## config.mk

```make
export PLATFORM = sky130hd
export DESIGN_NAME = nfc_sequencer
export DESIGN_NICKNAME = d
export VERILOG_FILES = /design/src/rtl/nfc_pkg.sv /design/src/rtl/nfc_strobe.sv /design/src/rtl/nfc_wait_timer.sv /design/src/rtl/nfc_sequencer.sv
export SDC_FILE = /design/constraint.sdc
export NUM_CORES = 1
export LEC_CHECK = 0
export BUFFER_PORTS_ARGS = -buffer_cell sky130_fd_sc_hd__buf_2
export CAP_MARGIN = 40
export CORE_AREA = 3 3 175 177
export DETAILED_ROUTE_END_ITERATION = 8
export DIE_AREA = 0 0 178 180
export PLACE_DENSITY_LB_ADDON = 0.15
export RECOVER_POWER = 50
export SKIP_CTS_REPAIR_TIMING = 1
export SLEW_MARGIN = 40
export SYNTH_ARGS = -nofsm -noshare
export SYNTH_HDL_FRONTEND = slang
export SYNTH_SLANG_ARGS = --single-unit
```

## constraint.sdc

```tcl
create_clock -name clk -period 2.85 [get_ports clk]
set_clock_uncertainty 0.1 [all_clocks]
set_input_delay 0.1425 -clock clk [delete_from_list [all_inputs] [get_ports clk]]
set_output_delay 0.1425 -clock clk [all_outputs]
set_load 0.02 [all_outputs]
```

## src/rtl/nfc_pkg.sv

```systemverilog
package nfc_pkg;
   typedef enum logic [2:0] {
      OP_RESET  = 3'd0,
      OP_READID = 3'd1,
      OP_READ   = 3'd2,
      OP_PROG   = 3'd3,
      OP_ERASE  = 3'd4
   } op_e;

   typedef enum logic [1:0] {
      BK_CMD  = 2'd0,
      BK_ADDR = 2'd1,
      BK_WR   = 2'd2,
      BK_RD   = 2'd3
   } bus_kind_e;

   typedef enum logic [3:0] {
      S_IDLE, S_CMD1, S_ADDR, S_CMD2, S_WAITRB, S_STCMD,
      S_STRD, S_RDMODE, S_XFER, S_DONE, S_FAIL
   } seq_state_e;

   localparam logic [7:0] C_READ0   = 8'h00;
   localparam logic [7:0] C_READGO  = 8'h30;
   localparam logic [7:0] C_PROG    = 8'h80;
   localparam logic [7:0] C_PROGGO  = 8'h10;
   localparam logic [7:0] C_ERASE   = 8'h60;
   localparam logic [7:0] C_ERASEGO = 8'hD0;
   localparam logic [7:0] C_STATUS  = 8'h70;
   localparam logic [7:0] C_IDENT   = 8'h90;
   localparam logic [7:0] C_RESET   = 8'hFF;
   localparam int         RDY_BIT   = 6;
endpackage

```

## src/rtl/nfc_strobe.sv

```systemverilog
module nfc_strobe
   import nfc_pkg::*;
#(
   parameter int TIME_W = 4
) (
   input  logic              clk,
   input  logic              rst_n,
   input  logic              start,
   input  bus_kind_e         kind,
   input  logic [7:0]        byte_i,
   input  logic [TIME_W-1:0] t_pulse,
   input  logic [TIME_W-1:0] t_hold,
   input  logic [7:0]        dq_i,
   output logic              idle,
   output logic              fin,
   output logic [7:0]        rbyte,
   output logic              cle,
   output logic              ale,
   output logic              we_n,
   output logic              re_n,
   output logic [7:0]        dq_o,
   output logic              dq_oe
);
   typedef enum logic [1:0] {PH_IDLE, PH_LOW, PH_HIGH} phase_e;

   phase_e            ph;
   logic [TIME_W-1:0] cnt;
   bus_kind_e         kind_q;
   logic [7:0]        byte_q;

   always_ff @(posedge clk or negedge rst_n) begin
      if (!rst_n) begin
         ph     <= PH_IDLE;
         cnt    <= '0;
         kind_q <= BK_CMD;
         byte_q <= '0;
         rbyte  <= '0;
      end else begin
         case (ph)
            PH_IDLE: if (start) begin
               ph     <= PH_LOW;
               cnt    <= t_pulse;
               kind_q <= kind;
               byte_q <= byte_i;
            end
            PH_LOW: if (cnt == '0) begin
               ph  <= PH_HIGH;
               cnt <= t_hold;
               if (kind_q == BK_RD) rbyte <= dq_i;
            end else cnt <= cnt - 1'b1;
            default: if (cnt == '0) ph <= PH_IDLE;
                     else cnt <= cnt - 1'b1;
         endcase
      end
   end

   assign idle  = (ph == PH_IDLE);
   assign fin   = (ph == PH_HIGH) && (cnt == '0);
   assign cle   = !idle && (kind_q == BK_CMD);
   assign ale   = !idle && (kind_q == BK_ADDR);
   assign we_n  = !((ph == PH_LOW) && (kind_q != BK_RD));
   assign re_n  = !((ph == PH_LOW) && (kind_q == BK_RD));
   assign dq_o  = byte_q;
   assign dq_oe = !idle && (kind_q != BK_RD);
endmodule

```

## src/rtl/nfc_wait_timer.sv

```systemverilog
module nfc_wait_timer #(
   parameter int LIMIT = 1000
) (
   input  logic clk,
   input  logic rst_n,
   input  logic run,
   output logic expired
);
   localparam int CW = $clog2(LIMIT + 1);
   localparam logic [CW-1:0] LIM = CW'(LIMIT);

   logic [CW-1:0] cnt;

   always_ff @(posedge clk or negedge rst_n) begin
      if (!rst_n)               cnt <= '0;
      else if (!run)            cnt <= '0;
      else if (cnt != LIM)      cnt <= cnt + 1'b1;
   end

   assign expired = (cnt == LIM);
endmodule

```

## src/rtl/nfc_sequencer.sv

```systemverilog
module nfc_sequencer
   import nfc_pkg::*;
#(
   parameter int NBANK      = 4,
   parameter int PAGE_W     = 24,
   parameter int CNT_W      = 12,
   parameter int TIME_W     = 4,
   parameter int TIME_DEF   = 7,
   parameter int CLK_HZ     = 50_000_000,
   parameter int TIMEOUT_MS = 20,
   localparam int BANK_W    = (NBANK > 1) ? $clog2(NBANK) : 1
) (
   input  logic              clk,
   input  logic              rst_n,
   input  logic              req_valid,
   input  logic [2:0]        req_op,
   input  logic [BANK_W-1:0] req_bank,
   input  logic [PAGE_W-1:0] req_page,
   input  logic              req_spare,
   input  logic              req_poll,
   input  logic [CNT_W-1:0]  req_cnt,
   input  logic [7:0]        wr_data,
   input  logic              wr_valid,
   output logic              wr_ready,
   output logic [7:0]        rd_data,
   output logic              rd_valid,
   output logic [31:0]       id_word,
   output logic              busy,
   output logic              done,
   output logic              err,
   output logic              tout,
   input  logic              tcfg_wr,
   input  logic [BANK_W-1:0] tcfg_bank,
   input  logic [TIME_W-1:0] tcfg_pulse,
   input  logic [TIME_W-1:0] tcfg_hold,
   output logic [NBANK-1:0]  nf_ce,
   output logic              nf_cle,
   output logic              nf_ale,
   output logic              nf_we_n,
   output logic              nf_re_n,
   output logic [7:0]        nf_dq_o,
   output logic              nf_dq_oe,
   input  logic [7:0]        nf_dq_i,
   input  logic [NBANK-1:0]  nf_rb
);
   localparam int TOUT_CYC = (CLK_HZ / 1000) * TIMEOUT_MS;

   if (NBANK < 1 || NBANK > 8) begin : g_bad_nbank
      $error("nfc_sequencer: NBANK must be 1..8");
   end
   if (PAGE_W < 8 || PAGE_W > 24) begin : g_bad_page
      $error("nfc_sequencer: PAGE_W must be 8..24");
   end
   if (CNT_W < 2 || TIME_W < 1 || TOUT_CYC < 1) begin : g_bad_misc
      $error("nfc_sequencer: CNT_W, TIME_W or timeout out of range");
   end

   // per-bank strobe timing
   logic [TIME_W-1:0] t_pulse [NBANK];
   logic [TIME_W-1:0] t_hold  [NBANK];

   for (genvar g = 0; g < NBANK; g++) begin : g_bank_tim
      always_ff @(posedge clk or negedge rst_n) begin
         if (!rst_n) begin
            t_pulse[g] <= TIME_W'(TIME_DEF);
            t_hold[g]  <= TIME_W'(TIME_DEF);
         end else if (tcfg_wr && (tcfg_bank == BANK_W'(g))) begin
            t_pulse[g] <= tcfg_pulse;
            t_hold[g]  <= tcfg_hold;
         end
      end
   end

   seq_state_e        state;
   op_e               op_q;
   logic [BANK_W-1:0] bank_q;
   logic [23:0]       page_q;
   logic              spare_q, poll_q, launched, tout_q;
   logic [CNT_W-1:0]  cnt_q, xcnt;
   logic [2:0]        addr_idx;
   logic [31:0]       id_q;

   logic              bus_req, start, phy_idle, fin, expired;
   bus_kind_e         bus_kind;
   logic [7:0]        bus_byte, rbyte, addr_byte;
   logic [2:0]        addr_last;
   logic [CNT_W-1:0]  xfer_last;

   always_comb begin
      case (addr_idx)
         3'd0:    addr_byte = 8'h00;
         3'd1:    addr_byte = spare_q ? 8'h08 : 8'h00;
         3'd2:    addr_byte = page_q[7:0];
         3'd3:    addr_byte = page_q[15:8];
         default: addr_byte = page_q[23:16];
      endcase
      addr_last = (op_q == OP_READID) ? 3'd0 : 3'd4;
      xfer_last = (op_q == OP_READID) ? CNT_W'(3) : cnt_q;
   end

   always_comb begin
      bus_req  = 1'b0;
      bus_kind = BK_CMD;
      bus_byte = 8'h00;
      case (state)
         S_CMD1: begin
            bus_req = 1'b1;
            case (op_q)
               OP_RESET:  bus_byte = C_RESET;
               OP_READID: bus_byte = C_IDENT;
               OP_PROG:   bus_byte = C_PROG;
               OP_ERASE:  bus_byte = C_ERASE;
               default:   bus_byte = C_READ0;
            endcase
         end
         S_ADDR: begin
            bus_req  = 1'b1;
            bus_kind = BK_ADDR;
            bus_byte = addr_byte;
         end
         S_CMD2: begin
            bus_req  = 1'b1;
            bus_byte = (op_q == OP_READ) ? C_READGO :
                       (op_q == OP_PROG) ? C_PROGGO : C_ERASEGO;
         end
         S_STCMD:  begin bus_req = 1'b1; bus_byte = C_STATUS; end
         S_STRD:   begin bus_req = 1'b1; bus_kind = BK_RD;    end
         S_RDMODE: begin bus_req = 1'b1; bus_byte = C_READ0;  end
         S_XFER: begin
            if (op_q == OP_PROG) begin
               bus_req  = wr_valid;
               bus_kind = BK_WR;
               bus_byte = wr_data;
            end else begin
               bus_req  = 1'b1;
               bus_kind = BK_RD;
            end
         end
         default: ;
      endcase
   end

   assign start    = bus_req && phy_idle && !launched;
   assign wr_ready = (state == S_XFER) && (op_q == OP_PROG) && phy_idle && !launched;

   always_ff @(posedge clk or negedge rst_n) begin
      if (!rst_n) begin
         state    <= S_IDLE;
         op_q     <= OP_RESET;
         bank_q   <= '0;
         page_q   <= '0;
         spare_q  <= 1'b0;
         poll_q   <= 1'b0;
         cnt_q    <= '0;
         xcnt     <= '0;
         addr_idx <= '0;
         launched <= 1'b0;
         tout_q   <= 1'b0;
         id_q     <= '0;
      end else begin
         if (start)    launched <= 1'b1;
         else if (fin) launched <= 1'b0;
         case (state)
            S_IDLE: if (req_valid) begin
               op_q     <= op_e'(req_op);
               bank_q   <= req_bank;
               page_q   <= 24'(req_page);
               spare_q  <= req_spare;
               poll_q   <= req_poll;
               cnt_q    <= req_cnt;
               xcnt     <= '0;
               tout_q   <= 1'b0;
               addr_idx <= (req_op == OP_ERASE) ? 3'd2 : 3'd0;
               state    <= (req_op > OP_ERASE || 32'(req_bank) >= NBANK) ? S_FAIL : S_CMD1;
            end
            S_CMD1: if (fin) state <= (op_q == OP_RESET) ? S_WAITRB : S_ADDR;
            S_ADDR: if (fin) begin
               if (addr_idx == addr_last)
                  state <= (op_q == OP_READ || op_q == OP_ERASE) ? S_CMD2 : S_XFER;
               else
                  addr_idx <= addr_idx + 1'b1;
            end
            S_CMD2: if (fin) state <= (op_q == OP_PROG && !poll_q) ? S_DONE : S_STCMD;
            S_WAITRB: begin
               if (nf_rb[bank_q]) state <= S_DONE;
               else if (expired) begin state <= S_FAIL; tout_q <= 1'b1; end
            end
            S_STCMD: if (fin) state <= S_STRD;
            S_STRD: if (fin) begin
               if (rbyte[RDY_BIT]) state <= S_RDMODE;
               else if (expired) begin state <= S_FAIL; tout_q <= 1'b1; end
            end
            S_RDMODE: if (fin) state <= (op_q == OP_READ) ? S_XFER : S_DONE;
            S_XFER: if (fin) begin
               if (op_q == OP_READID) id_q[{xcnt[1:0], 3'b000} +: 8] <= rbyte;
               if (xcnt == xfer_last) state <= (op_q == OP_PROG) ? S_CMD2 : S_DONE;
               else xcnt <= xcnt + 1'b1;
            end
            default: state <= S_IDLE;
         endcase
      end
   end

   nfc_strobe #(.TIME_W(TIME_W)) u_strobe (
      .clk(clk), .rst_n(rst_n), .start(start), .kind(bus_kind), .byte_i(bus_byte),
      .t_pulse(t_pulse[bank_q]), .t_hold(t_hold[bank_q]), .dq_i(nf_dq_i),
      .idle(phy_idle), .fin(fin), .rbyte(rbyte), .cle(nf_cle), .ale(nf_ale),
      .we_n(nf_we_n), .re_n(nf_re_n), .dq_o(nf_dq_o), .dq_oe(nf_dq_oe)
   );

   nfc_wait_timer #(.LIMIT(TOUT_CYC)) u_timer (
      .clk(clk), .rst_n(rst_n),
      .run(state == S_WAITRB || state == S_STCMD || state == S_STRD),
      .expired(expired)
   );

   assign busy     = (state != S_IDLE);
   assign done     = (state == S_DONE);
   assign err      = (state == S_FAIL);
   assign tout     = err && tout_q;
   assign nf_ce    = busy ? (NBANK'(1) << bank_q) : '0;
   assign rd_data  = rbyte;
   assign rd_valid = (state == S_XFER) && fin && (op_q == OP_READ);
   assign id_word  = id_q;
endmodule

```

==> run_results.csv <==
group,metric,value,unit
clock_tree,cts_num_sinks,172,
place,finalWeightedCongestion,0.801,
place,dpl_cell_area,10000,um^2
synthesis,synth_area_leaders,"dfrtp_1 (43%), nand2_1 (10%), dfstp_2 (7.2%)",
clock_tree,clockRootBuffer,"clkbuf_16",
min_path,hold_class,"in -> reg",
setup_path,start_kind,"flop",
global_routing,grt_pass1_vias,6981,
status,outcome,"finished with violations",
synthesis,synth.most_common_cell,"nand2_1",
finish,area_growth,28.6,%
clock_tree,clk_pin_slew,70,ps
finish,layoutNonFillerInstCount,1530,
synthesis,yosys.area.top_type,"dfrtp_1",
synthesis,synth-edff-count,0,
global_routing,gr-usage-all-layers,0.149,
sta,post-route-period-util,0.943,
global_routing,grt-ovfl-total,0,
finish,nets,1220,
synthesis,ys_ff_latch,172,
floorplanning,die-area,32000,um^2
finish,antennaDiodeCount,0,
synthesis,ys.flop_type,"dfrtp_1",
pwr,p_leak,4.96,nW
detailed_routing,vias,7243,
detailed_routing,viasPerCell,4.73,
global_routing,grt_max_degree,68,
finish,drive_above_1_share,0.243,
floorplanning,io_pins,141,
detailed_routing,drc,0,
detailed_routing,drt_iter0_drc,443,
synthesis,synth_area,8700,um^2
floorplanning,core,29400,um^2
place,place_ws,202,ps
floorplanning,dieWidth,178,um
synthesis,synthesis.nets,1006,
detailed_routing,wl,23.9,mm
global_routing,antenna_found_initial,0,
synthesis,synth_cells,913,
synthesis,synth_top_area_frac,0.426,
synthesis,ys.warnings.count,0,
floorplanning,row_count,63,
global_routing,grt_pass1_wl,38.2,mm
sta,hold_violations,3,
sta,postLayoutSetupSlackWorst,162,ps
detailed_routing,drtPass1Iterations,4,
sta,setup_viol_count_final,0,
clock_tree,cts_tree,"yes",
pwr,worst_ir_drop_vdd,0.384,mV
sta,finalCriticalPeriod,2690,ps
setup_path,cp-end-kind,"flop",
synthesis,async_flop_share,1.00,
sta,slew_headroom,-0.160,
finish,fin_area,11200,um^2
synthesis,postSynthAreaPerCell,9.53,um^2
synthesis,synth_cell_types,68,
clock_tree,htreeDepth,4,
setup_path,worstPathRequired,3040,ps
floorplanning,die-height,180,um
finish,final_core_util,0.380,
sta,tns,0,ps
setup_path,worstPathMaxFanout,16,
sta,fmax,372,MHz
clock_tree,cts_buffers,17,
sta,rsz0062_at_grt,"yes",
sta,whs,-28.9,ps
floorplanning,initial_core_util,0.296,
sta,slew_viol_final,67,
synthesis,ys_top_cells_by_count,"nand2_1 (235), dfrtp_1 (148), o21ai_0 (74)",
place,io_buffers,140,
status,violations,"negative hold slack, max-capacitance violations, max-slew violations",
clock_tree,clk_path_buf_depth,2,
pwr,power_density,674,nW/um^2
place,placed_cells,1435,
clock_tree,clk-insertion-delay-late,430,ps
detailed_routing,wl_per_cell,15.6,um
setup_path,cp.arrival,2880,ps
flow_run,cap_violations,1,
detailed_routing,ant_nets,0,
synthesis,yosysSeqAreaShare,0.498,
setup_path,crit_type,"reg -> reg",
sta,worst_slew_pin_slew,1740,ps
place,dp_hpwl,17.1,mm
[routing by layer]
metal,routed length (um),up-vias,track usage
li1,-,3613,-
met4,295,0,0.0383
met1,11900,3474,0.220
met2,10700,139,0.222
met3,939,17,0.0294
met5,0,-,0
[kinds of logic after synthesis]
family                   synth area share
AND/OR/NAND/NOR                     0.218
buffers and inverters              0.0302
XOR/XNOR                           0.0262
adder cells (fa/ha/maj)            0.0216
AO/OA/AOI/OAI                       0.121
multiplexers                       0.0840
flip-flops                          0.498
[area by class of cell]
class	count	area (um^2)
Fill cell	3028	18200
Sequential cell	172	4330
Multi-Input combinational cell	680	4110
Timing Repair Buffer	238	1590
Tap cell	390	488
Clock buffer	19	433
Clock inverter	13	156
Inverter	18	67.6
[sequential cells by signal (all words and copies together) (netlist names), 3 cells and up]
name,cells
addr_idx,3
id_word,32
op_q,3
cnt_q,12
state,4
u_strobe.dq_o,8
u_strobe.cnt,4
xcnt,12
t_hold,16
u_timer.cnt,20
page_q,24
t_pulse,16
u_strobe.rbyte,8
[worst paths after layout]
path | start | endpoint | slack [ps] | cells after the start
min reg2reg | page_q[23]$_DFFE_PN0P_ | page_q[23]$_DFFE_PN0P_ | 370 | 2
max reg2reg | u_strobe.cnt[0]$_DFFE_PN0P_ | id_word[12]$_DFFE_PN0P_ | 160 | 9
min in group asynchronous | rst_n | id_word[4]$_DFFE_PN0P_ | 580 | 2
max | u_strobe.cnt[0]$_DFFE_PN0P_ | id_word[12]$_DFFE_PN0P_ | 160 | 9
min | wr_data[3] | u_strobe.dq_o[3]$_DFFE_PN0P_ | -30 | 3
max in group asynchronous | rst_n | op_q[2]$_DFFE_PN0P_ | 430 | 3
[stage by stage]
stage	hold WS, ps	total power, W
detailed placement	91.0	0.00518
CTS	-381	0.00759
global route	5.79	0.00799
global placement	105	0.00516
finish	-28.9	0.00754
floorplan	-253	0.00441
[where the power goes]
part / switching (W) / leakage, nW / total [W] / internal (W)
Sequential: 0.000456 / 2.19 / 0.00328 / 0.00282
Combinational: 0.00107 / 2.49 / 0.00190 / 0.000830
Clock: 0.00105 / 0.281 / 0.00236 / 0.00132
Total: 0.00257 / 4.96 / 0.00754 / 0.00497
[critical path: stages, from the launching register on]
cell,delay (ps)
dfrtp_1,390
inv_1,110
ha_1,160
or3b_1,420
or3_4,410
nor2_4,110
and2_1,260
nand2_1,340
nand2_1,160
o21ai_0,90
[layout by cell type (no fill, tap or decap), types with 8 or more instances in the layout]
cell / synthesis / routed
nor2_1: 65 / 65
mux2_2: 46 / 46
buf_4: 1 / 32
a31oi_1: 8 / 8
nor3_1: 14 / 14
nand4_1: 9 / 9
dfstp_2: 24 / 23
clkbuf_16: 0 / 17
dlygate4sd3_1: 0 / 63
nand2_1: 235 / 234
xor2_1: 13 / 13
o32ai_1: 8 / 8
xnor2_1: 13 / 13
buf_2: 11 / 117
nand2b_1: 9 / 9
o21ai_0: 74 / 74
mux4_2: 9 / 9
a21oi_1: 29 / 29
nand3_1: 21 / 21
clkbuf_1: 24 / 24
ha_1: 15 / 15
inv_1: 17 / 17
dfrtp_1: 148 / 148
Power figures use the tool's default switching activity.
